**config.mk**
```make
export PLATFORM = sky130hd
export DESIGN_NAME = rx_fifo_trig
export DESIGN_NICKNAME = d
export VERILOG_FILES = /design/src/rtl/rx_fifo_trig.sv
export SDC_FILE = /design/constraint.sdc
export NUM_CORES = 1
export LEC_CHECK = 0
export CAP_MARGIN = 20
export CORE_ASPECT_RATIO = 0.8
export CORE_MARGIN = 8
export CORE_UTILIZATION = 49
export DETAILED_ROUTE_END_ITERATION = 10
export DONT_BUFFER_PORTS = 1
export HOLD_SLACK_MARGIN = 0.05
export SYNTH_ARGS = -nofsm -noshare
export SYNTH_HDL_FRONTEND = slang
export SYNTH_SLANG_ARGS = --single-unit
```
**constraint.sdc**
```tcl
create_clock -name clk -period 2.8 [get_ports clk]
set_input_delay 0.42 -clock clk [delete_from_list [all_inputs] [get_ports clk]]
set_output_delay 0.42 -clock clk [all_outputs]
set_load 0.03 [all_outputs]
```
**src/rtl/rx_fifo_trig.sv**
```systemverilog
module rx_fifo_trig #(
  parameter int W = 8,
  parameter int DEPTH = 16,
  localparam int PW = $clog2(DEPTH),
  localparam int CW = $clog2(DEPTH + 1)
) (
  input  logic          clk,
  input  logic          rst_n,
  input  logic          wr_en,
  input  logic [W-1:0]  wr_data,
  input  logic          rd_en,
  output logic [W-1:0]  rd_data,
  input  logic          ctrl_we,
  input  logic [7:0]    ctrl_wdata,
  output logic [7:0]    ctrl_q,
  output logic [CW-1:0] count,
  output logic          irq,
  output logic          overrun
);
  logic [W-1:0]  mem [DEPTH];
  logic [PW-1:0] wp, rp;
  logic          en, dma;
  logic [1:0]    lvl;
  logic [CW-1:0] thr;

  wire full  = (count == CW'(DEPTH));
  wire empty = (count == '0);
  wire flush = ctrl_we & ctrl_wdata[1];
  wire push  = wr_en & ~full;
  wire pop   = rd_en & ~empty;

  assign ctrl_q = {lvl, 2'b00, dma, 2'b00, en};

  always_comb begin
    thr = CW'(1);
    if (en)
      case (lvl)
        2'd0: thr = CW'(1);
        2'd1: thr = CW'(4);
        2'd2: thr = CW'(8);
        default: thr = CW'(14);
      endcase
  end

  assign irq = (count >= thr);

  always_ff @(posedge clk)
    if (push && !flush) mem[wp] <= wr_data;

  always_ff @(posedge clk) begin
    if (!rst_n) begin
      wp <= '0; rp <= '0; count <= '0; overrun <= 1'b0;
      rd_data <= '0; en <= 1'b0; dma <= 1'b0; lvl <= 2'd0;
    end else begin
      if (ctrl_we) begin
        en  <= ctrl_wdata[0];
        dma <= ctrl_wdata[3];
        lvl <= ctrl_wdata[7:6];
      end
      if (flush) begin
        wp <= '0; rp <= '0; count <= '0; overrun <= 1'b0;
      end else begin
        if (push) wp <= wp + 1'b1;
        if (pop) begin
          rd_data <= mem[rp];
          rp <= rp + 1'b1;
        end
        case ({push, pop})
          2'b10:   count <= count + 1'b1;
          2'b01:   count <= count - 1'b1;
          default: count <= count;
        endcase
        if (wr_en && full) overrun <= 1'b1;
      end
    end
  end
endmodule


```
==> results of run 1 <==
-- flip-flops by register name (all words and copies together) (netlist names) --
signal / count
wp: 4
overrun: 1
lvl: 2
rd_data: 8
mem: 128
dma: 1
en: 1
rp: 4
count: 5
-- placed cells by master, fill, tap and decap left out, types with 2 or more instances in the layout --
master / netlist / final
inv_1: 8 / 8
ha_1: 13 / 13
buf_12: 1 / 2
a22oi_1: 4 / 4
nand2b_1: 2 / 2
o21ai_0: 8 / 8
clkbuf_1: 5 / 2
nand2_1: 12 / 12
edfxtp_1: 128 / 128
mux4_2: 21 / 21
a21boi_2: 3 / 2
buf_4: 8 / 15
clkinvlp_4: 0 / 2
nand4_1: 3 / 3
nor2b_1: 7 / 7
clkinv_2: 0 / 4
a21oi_1: 6 / 6
a221o_1: 4 / 4
nor2_1: 35 / 35
clkbuf_16: 0 / 17
nand3b_1: 2 / 2
mux2i_1: 13 / 13
conb_1: 1 / 4
mux4_1: 11 / 11
xnor2_1: 2 / 2
xor2_1: 6 / 6
bufinv_16: 0 / 4
mux2_2: 7 / 7
nand3_1: 3 / 3
dfxtp_1: 26 / 25
-- layer usage --
| layer | track usage [%] | wire length, µm |
|---|---|---|
| met4 | 4.838 | 74 |
| met3 | 4.621 | 769 |
| met5 | 0 | 0 |
| met2 | 23.84 | 5771 |
| met1 | 18.83 | 5279 |
-- kinds of logic (layout without fill, tap and decap cells) --
kind of cell | Yosys count | after routing | synth area share, %
AOI/OAI and AO/OA | 30 | 30 | 3.352
adders and majority gates | 14 | 14 | 2.896
xor gates and xnor gates | 8 | 8 | 1.111
DFF | 154 | 154 | 69.18
other | 1 | 4 | 0.05944
buffers and inverters | 27 | 57 | 2.737
muxes | 52 | 52 | 15.39
and+or+nand+nor | 70 | 70 | 5.276
-- how the worst max path moves through the flow --
stage                to  slack [ps]  cells past startpoint
2_1_floorplan  count[4]         150                     11
3_3_place_gp   count[4]         200                      9
3_5_place_dp   count[4]          50                      9
4_1_cts        count[4]          20                      9
5_1_grt        count[4]          10                     11
6_report       count[4]         140                     11
-- metrics by stage --
stage               setup slack [ps]  hold WS [ps]  power, mW
floorplan                      148.5         484.0      3.055
global placement               199.2         519.8      3.172
detailed placement             47.70         519.8      3.186
CTS                            24.06         83.98      5.553
global route                   14.64         82.84      5.723
finish                         137.2         102.6      5.535
-- power by group --
group	internal [mW]	switching (mW)	leakage (nW)
registers	2.54	0.102	1.37
clock network	1.51	0.861	0.300
logic	0.226	0.294	0.700
total	4.28	1.26	2.37
-- what timing repair did --
action / 4_1_cts / 5_1_grt
gates resized for setup: 0 / 3
hold endpoints to repair: 0 / 0
buffers inserted: 0 / 1
setup endpoints to repair: 0 / 1
-- layout make-up --
type	instances	area (µm²)
inverters	8	30.03
well taps	175	219.0
clock buffers	20	446.7
repair buffers	17	152.6
multi-input cells	178	1805
flip-flops and latches	154	4365
clock inverters	12	172.7
fillers	976	5539
==> run_results.csv, run 1 <==
group,metric,value,unit
grt,grt_max_degree,29,
timing,final-hold-violation-count,0,
route,drtIter0Drc,196,
grt,antenna_found_initial,0,
timing,max-slew-margin-rel,32.53,%
timing,fmax,375.5,MHz
run_status,status,"complete, no violations",
final_layout,utilization,56.49,%
timing,fin_crit,2663,ps
final_layout,fin_nets,411,
worst_hold_path,worstHoldStart,"wr_data[0]",
clock_network,clock-sinks,154,
route,ant_nets,0,
synthesis,yosysMostFrequentCell,"edfxtp_1",
synthesis,synth_cell_types,40,
floorplan,die-area,16780,µm²
setup_path,crit_buf_inv,2,
final_layout,drive_gt1_share,21.08,%
power,p_per_area,769.7,nW/µm²
clock_network,clk_pin_slew,60,ps
floorplan,start_util,49.55,%
final_layout,insertedDiodeCount,0,
grt,grt-ovfl-total,0,
setup_path,worstPathMaxFanout,5,
setup_path,crit_path_max_incr_delay,420,ps
grt,grt_pass1_vias,3211,
setup_path,regToRegSetupSlack,140,ps
job,drv_cap,0,
clock_network,hold_buffers,0,
clock_network,numCtsBuffers,17,
placement,post-place-cells,531,
worst_hold_path,whs_path_depth,0,
clock_network,htreeDepth,4,
placement,io_buffers,0,
floorplan,num_rows,37,
setup_path,timing.rr.start,"count[1]",
floorplan,fp.dieH,117.5,µm
setup_path,crit_type,"reg -> reg",
placement,place_congestion,0.7694,
floorplan,ios,44,
clock_network,root_buffer,"clkbuf_16",
timing,rsz0062_at_grt,"false",
final_layout,fin_cells,564,
route,wl_per_cell,21.09,µm
timing,setup_viol,0,
worst_hold_path,hold_class,"in -> reg",
synthesis,ys_seq_elements,154,
synthesis,synth_top_area_share,60.93,%
setup_path,timing.rr.end,"count[4]",
grt,grt_usage,14.87,%
synthesis,synth_area_leaders,"edfxtp_1, dfxtp_1, mux4_2",
route,via_per_inst,5.472,
setup_path,crit_start,"count[1]",
clock_network,cts.path.max_buffers,2,
synthesis,syn-cell-area,6309,µm²
timing,setup-tns-final,0,ps
setup_path,slowest_stage,"nor4_4",
setup_path,crit_path_start_kind,"flip-flop",
synthesis,synthArstFlopShare,0,%
final_layout,syn2layout_area_growth,14.00,%
grt,grt_pass1_wl,18420,µm
synthesis,avgSynthCellArea,17.72,µm²
synthesis,yosysWarnings,0,
synthesis,yosysSeqAreaShare,69.18,%
setup_path,worst_path_most_repeated_cell,"inv_1",
synthesis,synth_top_area_cell,"edfxtp_1",
timing,period_share,95.10,%
timing,worst_pin_slew,1008,ps
route,drc_errors,0,
setup_path,crit_path_end_kind,"flip-flop",
setup_path,cp.required,3140,ps
route,num_vias,3086,
timing,clock_skew,8.765,ps
route,finalWirelength,11900,µm
synthesis,synthCells,356,
synthesis,synth_edf_count,128,
route,drtPass1Iterations,4,
setup_path,crit_chain,"nor4_4 -> a21boi_2 -> inv_1 -> ha_1 -> inv_1 -> fa_1 -> nor2b_1 -> o21ai_0 -> nor4b_2 -> or3_1 -> a21oi_1",
placement,placed_area,6543,µm²
setup_path,critPathTopFamily,"simple AND/OR/NAND/NOR gates",
setup_path,arrival,3010,ps
synthesis,synth_common_cells,"edfxtp_1, nor2_1, dfxtp_1, mux4_2",
clock_network,clkLatencyLatePin,410,ps
final_layout,final_area,7192,µm²
floorplan,die_w,142.9,µm
power,irDropWorstVdd,0.0004048,V
setup_path,ff2ff_path_depth,11,
floorplan,coreArea,12730,µm²
placement,place_hpwl,7723,µm
clock_network,tritoncts,"done",
worst_hold_path,min_to,"mem[3][0]",
timing,slew_violations,0,
power,p_leak,2.367,nW
synthesis,ys.flop_type,"edfxtp_1",
Note: power is estimated with default switching activity, not from simulation.
==> run 2: changes to the inputs <==
==> constraint.sdc (replaced) <==
create_clock -name clk -period 2.8 [get_ports clk]
set_input_delay 0.14 -clock clk [delete_from_list [all_inputs] [get_ports clk]]
set_output_delay 0.14 -clock clk [all_outputs]
set_load 0.03 [all_outputs]
==> run 2 against run 1 <==
Flip-flop and latch count stayed put. Clock power decreased by 11%. Maximum frequency up 2.2%. Cell area increased by 0.71%. Sequential share of layout area fell by 0.43 points. Utilization rose by 0.40 points. Worst setup slack better by 58 ps. Die area is the same. Final cell count up 2.3%. Non-clock buffer count up 13. Combinational power increased by 9.8%. Largest cell class unchanged.
==> run_results.csv, run 2 (synthesis gave the netlist of run 1 again) <==
group,metric,value,unit
setup_path,crit_path_end_kind,"flip-flop",
setup_path,crit_chain,"nor4_4 -> buf_4 -> a21boi_4 -> ha_2 -> inv_1 -> fa_1 -> nor2b_1 -> o21ai_0 -> nor4b_1 -> or3_1 -> a21oi_1",
placement,place_ws,73.17,ps
worst_hold_path,whs_path_depth,3,
setup_path,ff2ff_path_depth,11,
setup_path,worstPathMaxFanout,8,
timing,setup-tns-final,0,ps
final_layout,syn2layout_area_growth,14.82,%
timing,worst_pin_slew,973.0,ps
placement,place_hpwl,7868,µm
power,swShare,24.29,%
route,drtPass1Iterations,4,
power,p_sw,1.287,mW
timing,slew_violations,0,
power,irDropWorstVdd,0.0004466,V
setup_path,crit_type,"reg -> reg",
timing,setup_viol,0,
placement,post-place-cells,527,
final_layout,fin_cells,577,
clock_network,tritoncts,"done",
final_layout,final_common_cell,"edfxtp_1",
final_layout,insertedDiodeCount,0,
final_layout,fin_nets,424,
grt,grt_max_degree,25,
route,wl_per_cell,21.18,µm
route,finalWirelength,12220,µm
floorplan,ios,44,
final_layout,utilization,56.89,%
placement,place_congestion,0.7649,
route,num_vias,3130,
worst_hold_path,hold_class,"in -> reg",
floorplan,fp.dieH,117.5,µm
power,internal_power,4.010,mW
power,p_seq_share,49.6,%
power,p_clk_share,39.6,%
route,via_per_inst,5.425,
grt,grt_usage,15.48,%
clock_network,clk_pin_slew,60,ps
setup_path,crit_path_start_kind,"flip-flop",
clock_network,numCtsBuffers,17,
setup_path,cp.required,3140,ps
placement,io_buffers,0,
floorplan,start_util,49.55,%
floorplan,num_rows,37,
grt,antenna_found_initial,0,
route,ant_nets,0,
final_layout,top_regs,"mem x128, rd_data x8, count x5",
route,drtIter0Drc,186,
run_status,status,"complete, no violations",
route,drc_errors,0,
power,p_leak,2.385,nW
clock_network,clock-sinks,154,
timing,fmax,383.9,MHz
clock_network,clkLatencyLatePin,420,ps
timing,rsz0062_at_grt,"false",
power,p_per_area,731.3,nW/µm²
timing,max-slew-margin-rel,34.89,%
setup_path,slowest_stage,"fa_1",
final_layout,largest_register_ffs,128,
timing,final-hold-violation-count,0,
grt,grt_pass1_wl,19110,µm
timing,fin_hold_ws,115.6,ps
floorplan,die_w,142.9,µm
final_layout,final_area,7243,µm²
timing,fin_crit,2605,ps
setup_path,crit_path_max_incr_delay,380,ps
final_layout,fillCellCount,1001,
clock_network,htreeDepth,4,
timing,clock_skew,10.15,ps
final_layout,regMostFlops,"mem",
clock_network,root_buffer,"clkbuf_16",
job,drv_cap,0,
timing,period_share,93.03,%
grt,grt_pass1_vias,3432,
final_layout,final_cell_mix,"edfxtp_1, nor2_1, dfxtp_1",
timing,timing.final.ws_setup,195.3,ps
power,power,5.297,mW
setup_path,arrival,2940,ps
clock_network,cts.path.max_buffers,2,
grt,grt-ovfl-total,0,
placement,placed_area,6500,µm²
power,pwr-share-comb,10.8,%
floorplan,coreArea,12730,µm²
floorplan,die-area,16780,µm²
final_layout,drive_gt1_share,19.65,%
-- run 2: cell count changes in the layout (fill, tap and decap cells not counted), sizes merged --
cell | before | now
buf | 17 | 13
clkinv | 5 | 11
bufinv | 4 | 1
inv | 9 | 8
clkbuf | 20 | 19
dlygate4sd3 | 0 | 17
clkinvlp | 2 | 1
-- run 2: cell type report --
class	count	area (µm²)	area share (%)
repair buffers	30	280.3	3.869
well taps	175	219.0	3.023
multi-input cells	178	1802	24.87
clock inverters	13	103.9	1.434
clock buffers	19	442.9	6.115
flip-flops and latches	154	4365	60.27
inverters	8	30.03	0.4146
-- run 2: power groups by stage --
stage                     clock network [mW]  logic (mW)  registers, mW
after global placement                     0       0.489           2.67
final                                   2.10       0.571           2.63
after detailed placement                   0       0.500           2.68
after global routing                    2.23       0.630           2.64
after CTS                               2.14       0.547           2.63
after floorplan                            0       0.370           2.69
-- run 2: final timing paths --
path,startpoint,end,slack (ps)
worst max-delay path,count[3],count[4],200
worst max register to register,count[3],count[4],200
worst min-delay path,rd_en,rp[0],120
worst min register to register,rp[0],rp[0],530
-- run 2: what timing repair did --
item,CTS,global route
hold buffers,17,0
hold endpoints to repair,134,0
buffers inserted,0,1
setup endpoints to repair,0,1
gates resized for setup,0,3
-- run 2: worst max-delay path: cells and delay by family (launching register included) --
kind                       cells  cell delay, ps
buffers and inverters          2             250
and+or+nand+nor                4             700
adders and majority gates      2             690
DFF                            1             370
AOI/OAI and AO/OA              3             520
-- run 2: metal layers --
layer / GRT usage, % / part of all wire, %
met5: 0 / 0
met4: 6.494 / 2.1
met3: 6.161 / 8.1
met2: 24.52 / 49
met1: 18.41 / 40
